File: src/rtl/legacy_mem_decoder.sv
module legacy_mem_decoder #(
  parameter int ADDR_W = 36,
  parameter logic [ADDR_W-1:0] LOW_TOP  = 36'h0_E000_0000,
  parameter logic [ADDR_W-1:0] HIGH_END = 36'h1_2000_0000
) (
  input  logic              clk,
  input  logic              rst_n,
  input  logic              req_valid,
  input  logic [ADDR_W-1:0] req_addr,
  input  logic              req_write,
  input  logic              smm_active,
  input  logic              cfg_we,
  input  logic [2:0]        cfg_idx,
  input  logic [7:0]        cfg_data,
  output logic              resp_valid,
  output logic [1:0]        resp_tgt,
  output logic [ADDR_W-1:0] resp_off,
  output logic              resp_blocked
);

  localparam int NBYTES = 8;
  localparam int SMR_IDX = NBYTES - 1;
  localparam logic [ADDR_W-1:0] FOUR_G   = ADDR_W'(64'h1_0000_0000);
  localparam logic [ADDR_W-1:0] SMR_LO   = ADDR_W'(32'h000A_0000);
  localparam logic [ADDR_W-1:0] SEG_LO   = ADDR_W'(32'h000C_0000);
  localparam logic [ADDR_W-1:0] TOPW_LO  = ADDR_W'(32'h000F_0000);
  localparam logic [ADDR_W-1:0] ONE_MEG  = ADDR_W'(32'h0010_0000);
  localparam logic [1:0] T_PCI = 2'd0, T_RAM = 2'd1, T_ROM = 2'd2;

  logic [7:0] cfg_q [NBYTES];

  always_ff @(posedge clk) begin
    if (!rst_n) begin
      for (int i = 0; i < NBYTES; i++) cfg_q[i] <= 8'h00;
    end else if (cfg_we) begin
      cfg_q[cfg_idx] <= cfg_data;
    end
  end

  function automatic logic [1:0] attr_tgt(input logic [1:0] a);
    case (a)
      2'd3:    return T_RAM;
      2'd1:    return T_ROM;
      default: return T_PCI;
    endcase
  endfunction

  logic [3:0] seg;
  logic [7:0] seg_byte;
  logic [1:0] seg_attr;
  logic       smr_open;
  logic [1:0] tgt_d;
  logic [ADDR_W-1:0] off_d;

  assign seg      = req_addr[17:14];
  assign seg_byte = cfg_q[3'd1 + {1'b0, seg[3:1]}];
  assign seg_attr = seg[0] ? seg_byte[5:4] : seg_byte[1:0];
  assign smr_open = cfg_q[SMR_IDX][6] | (smm_active & cfg_q[SMR_IDX][3]);

  always_comb begin
    if (req_addr < SMR_LO)        tgt_d = T_RAM;
    else if (req_addr < SEG_LO)   tgt_d = smr_open ? T_RAM : T_PCI;
    else if (req_addr < TOPW_LO)  tgt_d = attr_tgt(seg_attr);
    else if (req_addr < ONE_MEG)  tgt_d = attr_tgt(cfg_q[0][5:4]);
    else if (req_addr < LOW_TOP)  tgt_d = T_RAM;
    else if (req_addr < FOUR_G)   tgt_d = T_PCI;
    else if (req_addr < HIGH_END) tgt_d = T_RAM;
    else                          tgt_d = T_PCI;

    if (tgt_d == T_PCI)           off_d = '0;
    else if (req_addr >= FOUR_G)  off_d = req_addr - FOUR_G + LOW_TOP;
    else                          off_d = req_addr;
  end

  always_ff @(posedge clk) begin
    if (!rst_n) begin
      resp_valid   <= 1'b0;
      resp_tgt     <= T_PCI;
      resp_off     <= '0;
      resp_blocked <= 1'b0;
    end else begin
      resp_valid   <= req_valid;
      resp_blocked <= req_valid & req_write & (tgt_d == T_ROM);
      if (req_valid) begin
        resp_tgt <= tgt_d;
        resp_off <= off_d;
      end
    end
  end

endmodule

File: config.mk
export PLATFORM = sky130hd
export DESIGN_NAME = legacy_mem_decoder
export DESIGN_NICKNAME = d
export VERILOG_FILES = /design/src/rtl/legacy_mem_decoder.sv
export SDC_FILE = /design/constraint.sdc
export NUM_CORES = 1
export LEC_CHECK = 0
export CAP_MARGIN = 20
export CORE_MARGIN = 4
export CORE_UTILIZATION = 35
export DETAILED_ROUTE_END_ITERATION = 8
export DONT_BUFFER_PORTS = 1
export PLACE_DENSITY_LB_ADDON = 0.3
export SLEW_MARGIN = 20
export SYNTH_ARGS = -nofsm -noshare
export SYNTH_HDL_FRONTEND = slang
export SYNTH_SLANG_ARGS = --single-unit
File: constraint.sdc
create_clock -name clk -period 1.9 [get_ports clk]
set_input_delay 0.095 -clock clk [delete_from_list [all_inputs] [get_ports clk]]
set_output_delay 0.095 -clock clk [all_outputs]
set_load 0.05 [all_outputs]
After elaboration in Yosys (flattened, before gate mapping) --
Memory sizes are Yosys's and may differ from the RTL's. Cells that the tools add are included.
Operators by class: bitwise operators 4, add/subtract/negate cells 3, reductions and logical operators 2, equality and inequality tests 5, $mul 0, magnitude comparators 8, divide/modulo/power cells 0, shifts and indexed selects 0, mux-type cells 20
Operators with widths (count):
- 36-bit by 20-bit < comparator with 1-bit output, second input constant | 3
- 36-bit by 33-bit < comparator with 1-bit output, second input constant | 2
- 36-bit two-way mux | 2
- 36-bit by 32-bit adder with 36-bit output, second input constant | 1
- 36-bit by 33-bit greater-or-equal comparator with 1-bit output, second input constant | 1
- 36-bit by 21-bit < comparator with 1-bit output, second input constant | 1
- 36-bit by 32-bit < comparator with 1-bit output, second input constant | 1
- 36-bit by 33-bit subtractor with 36-bit output, second input constant | 1
- 2-bit two-way mux | 5
- 1-bit two-way mux | 9
- 8-bit two-way mux | 1
- 2-bit case mux with 2 select lines | 2
- 8-bit OR reduction | 1
- 2-bit equality test, second input constant | 3
- 2-bit by 1-bit equality test with 1-bit output, second input constant | 2
- 1-bit by 3-bit adder with 3-bit output, first input constant | 1
- 1-bit AND | 3
- 3-bit two-way mux | 1
- 2-bit logical NOT | 1
- 1-bit bitwise OR | 1
Word-level totals: memories kept 1, logic and storage cells 47, flip-flop bits (word level) 40, ROM bits 0, bits in latches 0, memory bits (writable) 64
Memories:
- cfg_q | words 8, width 8, read ports 3, clocked after memory_dff 0, write ports 8, RTL line 30 | logic [7:0] cfg_q [NBYTES];

Depth between registers and ports, before layout --
depth in word-level cells 10, depth in mapped cells 11

Worst setup path after synthesis --
OpenSTA, ideal clock, no wires.
path kind input port to flip-flop, from in req_addr[15], to reg resp_off[10], stages on the path 11, data arrival time 1895 ps, buffers on the path 3, data required time 1783 ps, path slack -111 ps, path through buf_6 inv_1 ha_1 clkbuf_2 mux4_1 nand3_1 and4_1 a41o_1 a21oi_4 buf_6 o21ai_2
On the way: longest elaborated chain between the ends 10
Ends and longest elaborated chain:
- start, declared | RTL line 9 | input logic [ADDR_W-1:0] req_addr,
- 36-bit by 33-bit < comparator with 1-bit output / 1-bit by 3-bit adder with 3-bit output (equally long branches) | RTL line 67, 56
- 1-bit two-way mux / memory read 8 x 8 bit (equally long branches)
- 1-bit two-way mux / 2-bit two-way mux (equally long branches) | RTL line 66, 57
- 1-bit two-way mux, or another cell as far along | RTL line 65 | else if (req_addr < LOW_TOP) tgt_d = T_RAM;
- 2-bit two-way mux / 2-bit case mux with 2 select lines (equally long branches) | RTL line 64, 41
- 2-bit two-way mux | RTL line 63 | else if (req_addr < TOPW_LO) tgt_d = attr_tgt(seg_attr);
- 2-bit two-way mux | RTL line 62 | else if (req_addr < SEG_LO) tgt_d = smr_open ? T_RAM : T_PCI;
- 2-bit two-way mux | RTL line 61 | if (req_addr < SMR_LO) tgt_d = T_RAM;
- 2-bit logical NOT | RTL line 70 | if (tgt_d == T_PCI) off_d = '0;
- 36-bit two-way mux (*) | RTL line 70
- end signal, assigned | RTL line 79 | resp_off <= '0;
- end signal, assigned | RTL line 86 | resp_off <= off_d;
- end, declared | RTL line 17 | output logic [ADDR_W-1:0] resp_off,
Every way passes the cells marked *; elsewhere a longest branch is shown, timed or not. A chain may end at the register's enable or synchronous reset.

==> impl_metrics.ini <==
[timing]
clock_skew_ns = 0.008730
report.final.setup_viol = 33
fmax_ghz = 0.4908
fin_crit_ns = 2.037
setup_ws_ns = -0.1375
relSlewSlack = 0.5594
rsz0062_at_grt = true
drv_slew = 0
min_period_over_period = 1.072
worstMarginPinSlew_ns = 0.6539
hold_violations = 0

[logic_synthesis]
synth.avg_cell_area_um2 = 11.10
synth_seq_cells = 74
synth_area_leaders = edfxtp_1 (28%), dfxtp_1 (22%), o21ai_2 (7.3%), nand3b_1 (7.1%), and2_1 (6.8%)
syn-num-nets = 379
ys_warn_count = 0
synth_flop_cell = dfxtp_1
yosysTopAreaCell = edfxtp_1
synth_edf_count = 34
yosys.cell_types.count = 39
synth_top_area_frac = 0.2848
synth_cells = 323
ys_seq_area_frac = 0.5082
synth_async_sr_flop_share = 0
synth_area_um2 = 3585

[final_layout]
syn_to_final_growth_pct = 25.38
layout-drive-gt1-share = 0.2190
final_cell_area_um2 = 4494
finalNonFillerCells = 512
final_nets = 430
n_antenna_cell = 0

[route]
routedWlPerCell_um = 16.76
num_vias = 2576
drt_iter0_drc = 175
vias_per_cell = 5.031
drt-pass1-iter-count = 6
drcViolationCount = 0
wirelength_mm = 8.580
drtAntennaViolNets = 0

[setup_path]
crit_path_end_kind = register
crit_type = register to register
required_ns = 2.13
reg2reg_from = cfg_q[5][0]
crit_path_max_fanout = 7
cp-start-kind = register
ff2ff_path_depth = 8
r2r_end = resp_off[18]
r2r_slack_ns = -0.14
arrival_ns = 2.27
crit_start = cfg_q[5][0]

[global_route]
grtUsageMet2 = 0.2311
antenna_found_initial = 0
grt_use_met3 = 0.04559
grt_pass1_vias = 2665
grt_max_degree = 67
grt_overflow = 0
busiest_layer = met2
grt_usage = 0.1431
use_met1 = 0.1832
grt_pass1_wl_mm = 13.17

[power_and_ir_drop]
combPwrFrac = 0.109
p_switching_mw = 0.7625
p_int_mw = 2.648
ir_drop_mv = 0.4215
finalPower_mw = 3.411
clkPwrFrac = 0.376
p_leak_nw = 1.579
pwr_density_cell_nw_per_um2 = 758.9
sw_frac_of_total = 0.2236
seq_power_share = 0.515

[run_status]
violations = setup timing
status = complete, but fails checks

[worst_hold_path]
min_from = rst_n
min_path_cells = 1
holdPathEnd = resp_valid
hold_class = primary input to register

[place]
dp_cells = 449
dpl_cell_area_um2 = 3767
io_buffers = 0
dp_hpwl_mm = 5.577
gp_congestion = 0.7068

[cts]
cts_buffer_depth = 2
numCtsBuffers = 9
cts-root-buf = clkbuf_8
clock_sinks = 74
clkTransAtPathRegs_ns = 0.08
htree_levels = 3
worstSkewPairLatency_ns = 0.34
cts_tree = done

[floorplan]
fp.dieArea_um2 = 11920
ios = 93
core_um2 = 9864
start_util = 0.3634
die_h_um = 109.2
die_x_um = 109.2
rows = 36

[flow_run]
maxCapViolCount = 0
[what timing repair did]
action                     in CTS  in global routing
pin swaps                       2                  5
resized for setup              11                  4
cloned                          1                  1
hold buffers                   40                  0
buffers inserted                5                  1
hold endpoints to repair       74                  0
setup endpoints to repair      32                 33
[per-stage QoR]
stage	hold slack [ns]	worst slack, ns	setup TNS [ns]	utilization
floorplan	0.2409	0.01183	0	-
global placement	0.2435	-0.1271	-3.471	0.3819
detailed placement	0.2466	-0.1689	-4.579	0.3819
CTS	0.008455	-0.06449	-1.503	0.4538
global route	0.01749	-0.1935	-4.795	0.4556
finish	0.02460	-0.1375	-2.843	0.4556
[area by class of cell]
type	count	area, um2
Clock buffer	12	135.1
Clock inverter	4	68.82
Fill cell	913	5370
Inverter	6	22.52
Multi-Input combinational cell	222	1640
Sequential cell	74	1822
Tap cell	133	166.4
Timing Repair Buffer	61	639.4
[registers in the layout, indices dropped and copies added, names as in the netlist]
register	cells
resp_off	36
cfg_q	34
resp_tgt	2
resp_blocked	1
resp_valid	1
[metal layers]
metal	vias up	part of all wire
met5	-	0
met4	0	0.012
met3	9	0.079
met2	81	0.48
met1	1215	0.43
li1	1271	-
[worst max path at each step]
stage / end / depth (start not counted)
6_report: resp_off[18] / 8
5_1_grt: resp_off[19] / 8
4_1_cts: resp_off[18] / 8
3_5_place_dp: resp_off[29] / 7
2_1_floorplan: resp_off[10] / 11
3_3_place_gp: resp_off[31] / 7
[power by group through the flow]
stage / Clock [mW] / Sequential [mW] / Combinational, mW
after floorplan: 0 / 1.79 / 0.214
after global placement: 0 / 1.79 / 0.212
after detailed placement: 0 / 1.79 / 0.215
after CTS: 1.31 / 1.76 / 0.361
after global routing: 1.40 / 1.76 / 0.402
final: 1.28 / 1.76 / 0.370
[synthesized netlist by cell type, types with 2 or more instances]
master    instances
nor3_1            2
inv_1             6
ha_1              3
dfxtp_1          40
nand2_1          11
and4_1            2
clkbuf_1         16
nand3_1          40
nor4_1            4
xnor2_1           3
nand2b_1          5
nand3b_1         34
o21a_1            2
and2_1           39
nor3b_1           2
nor2_1            8
and3_1            2
nor2b_1           2
edfxtp_1         34
o21ai_0          11
mux4_1            7
o21ai_2          30
buf_6             4
[cell families (layout without fill, tap and decap cells)]
logic type | after synthesis | in the layout | synth area share
AND/OR/NAND/NOR | 156 | 156 | 0.2632
buffers and inverters | 27 | 83 | 0.03700
adder cells (fa/ha/maj) | 3 | 3 | 0.01047
AO/OA/AOI/OAI | 51 | 51 | 0.1138
flip-flops | 74 | 74 | 0.5082
XOR/XNOR | 4 | 4 | 0.009775
multiplexers | 8 | 8 | 0.05759
[worst max-delay path, stage by stage, from the launching register on]
cell and delay, ns:
edfxtp_1 0.41, mux4_2 0.48, nand3_1 0.11, nand4_1 0.13, a41o_1 0.28, a21oi_4 0.17
buf_12 0.15, clkbuf_16 0.15, o21ai_2 0.05
[placed cells by master (no fill, tap or decap), types with 3 or more instances in the layout]
cell type	n
nand3b_1	34
mux4_2	8
clkbuf_8	9
o21ai_0	11
nand2_1	11
nor4_1	4
buf_12	3
clkbuf_1	3
o21ai_2	30
nand3_1	37
nand2b_1	5
buf_6	3
dfxtp_1	40
and2_1	39
edfxtp_1	34
xnor2_1	3
dlygate4sd3_1	38
nand3_2	3
buf_4	15
nor2_1	8
inv_1	5
(Power assumes the default switching activity.)
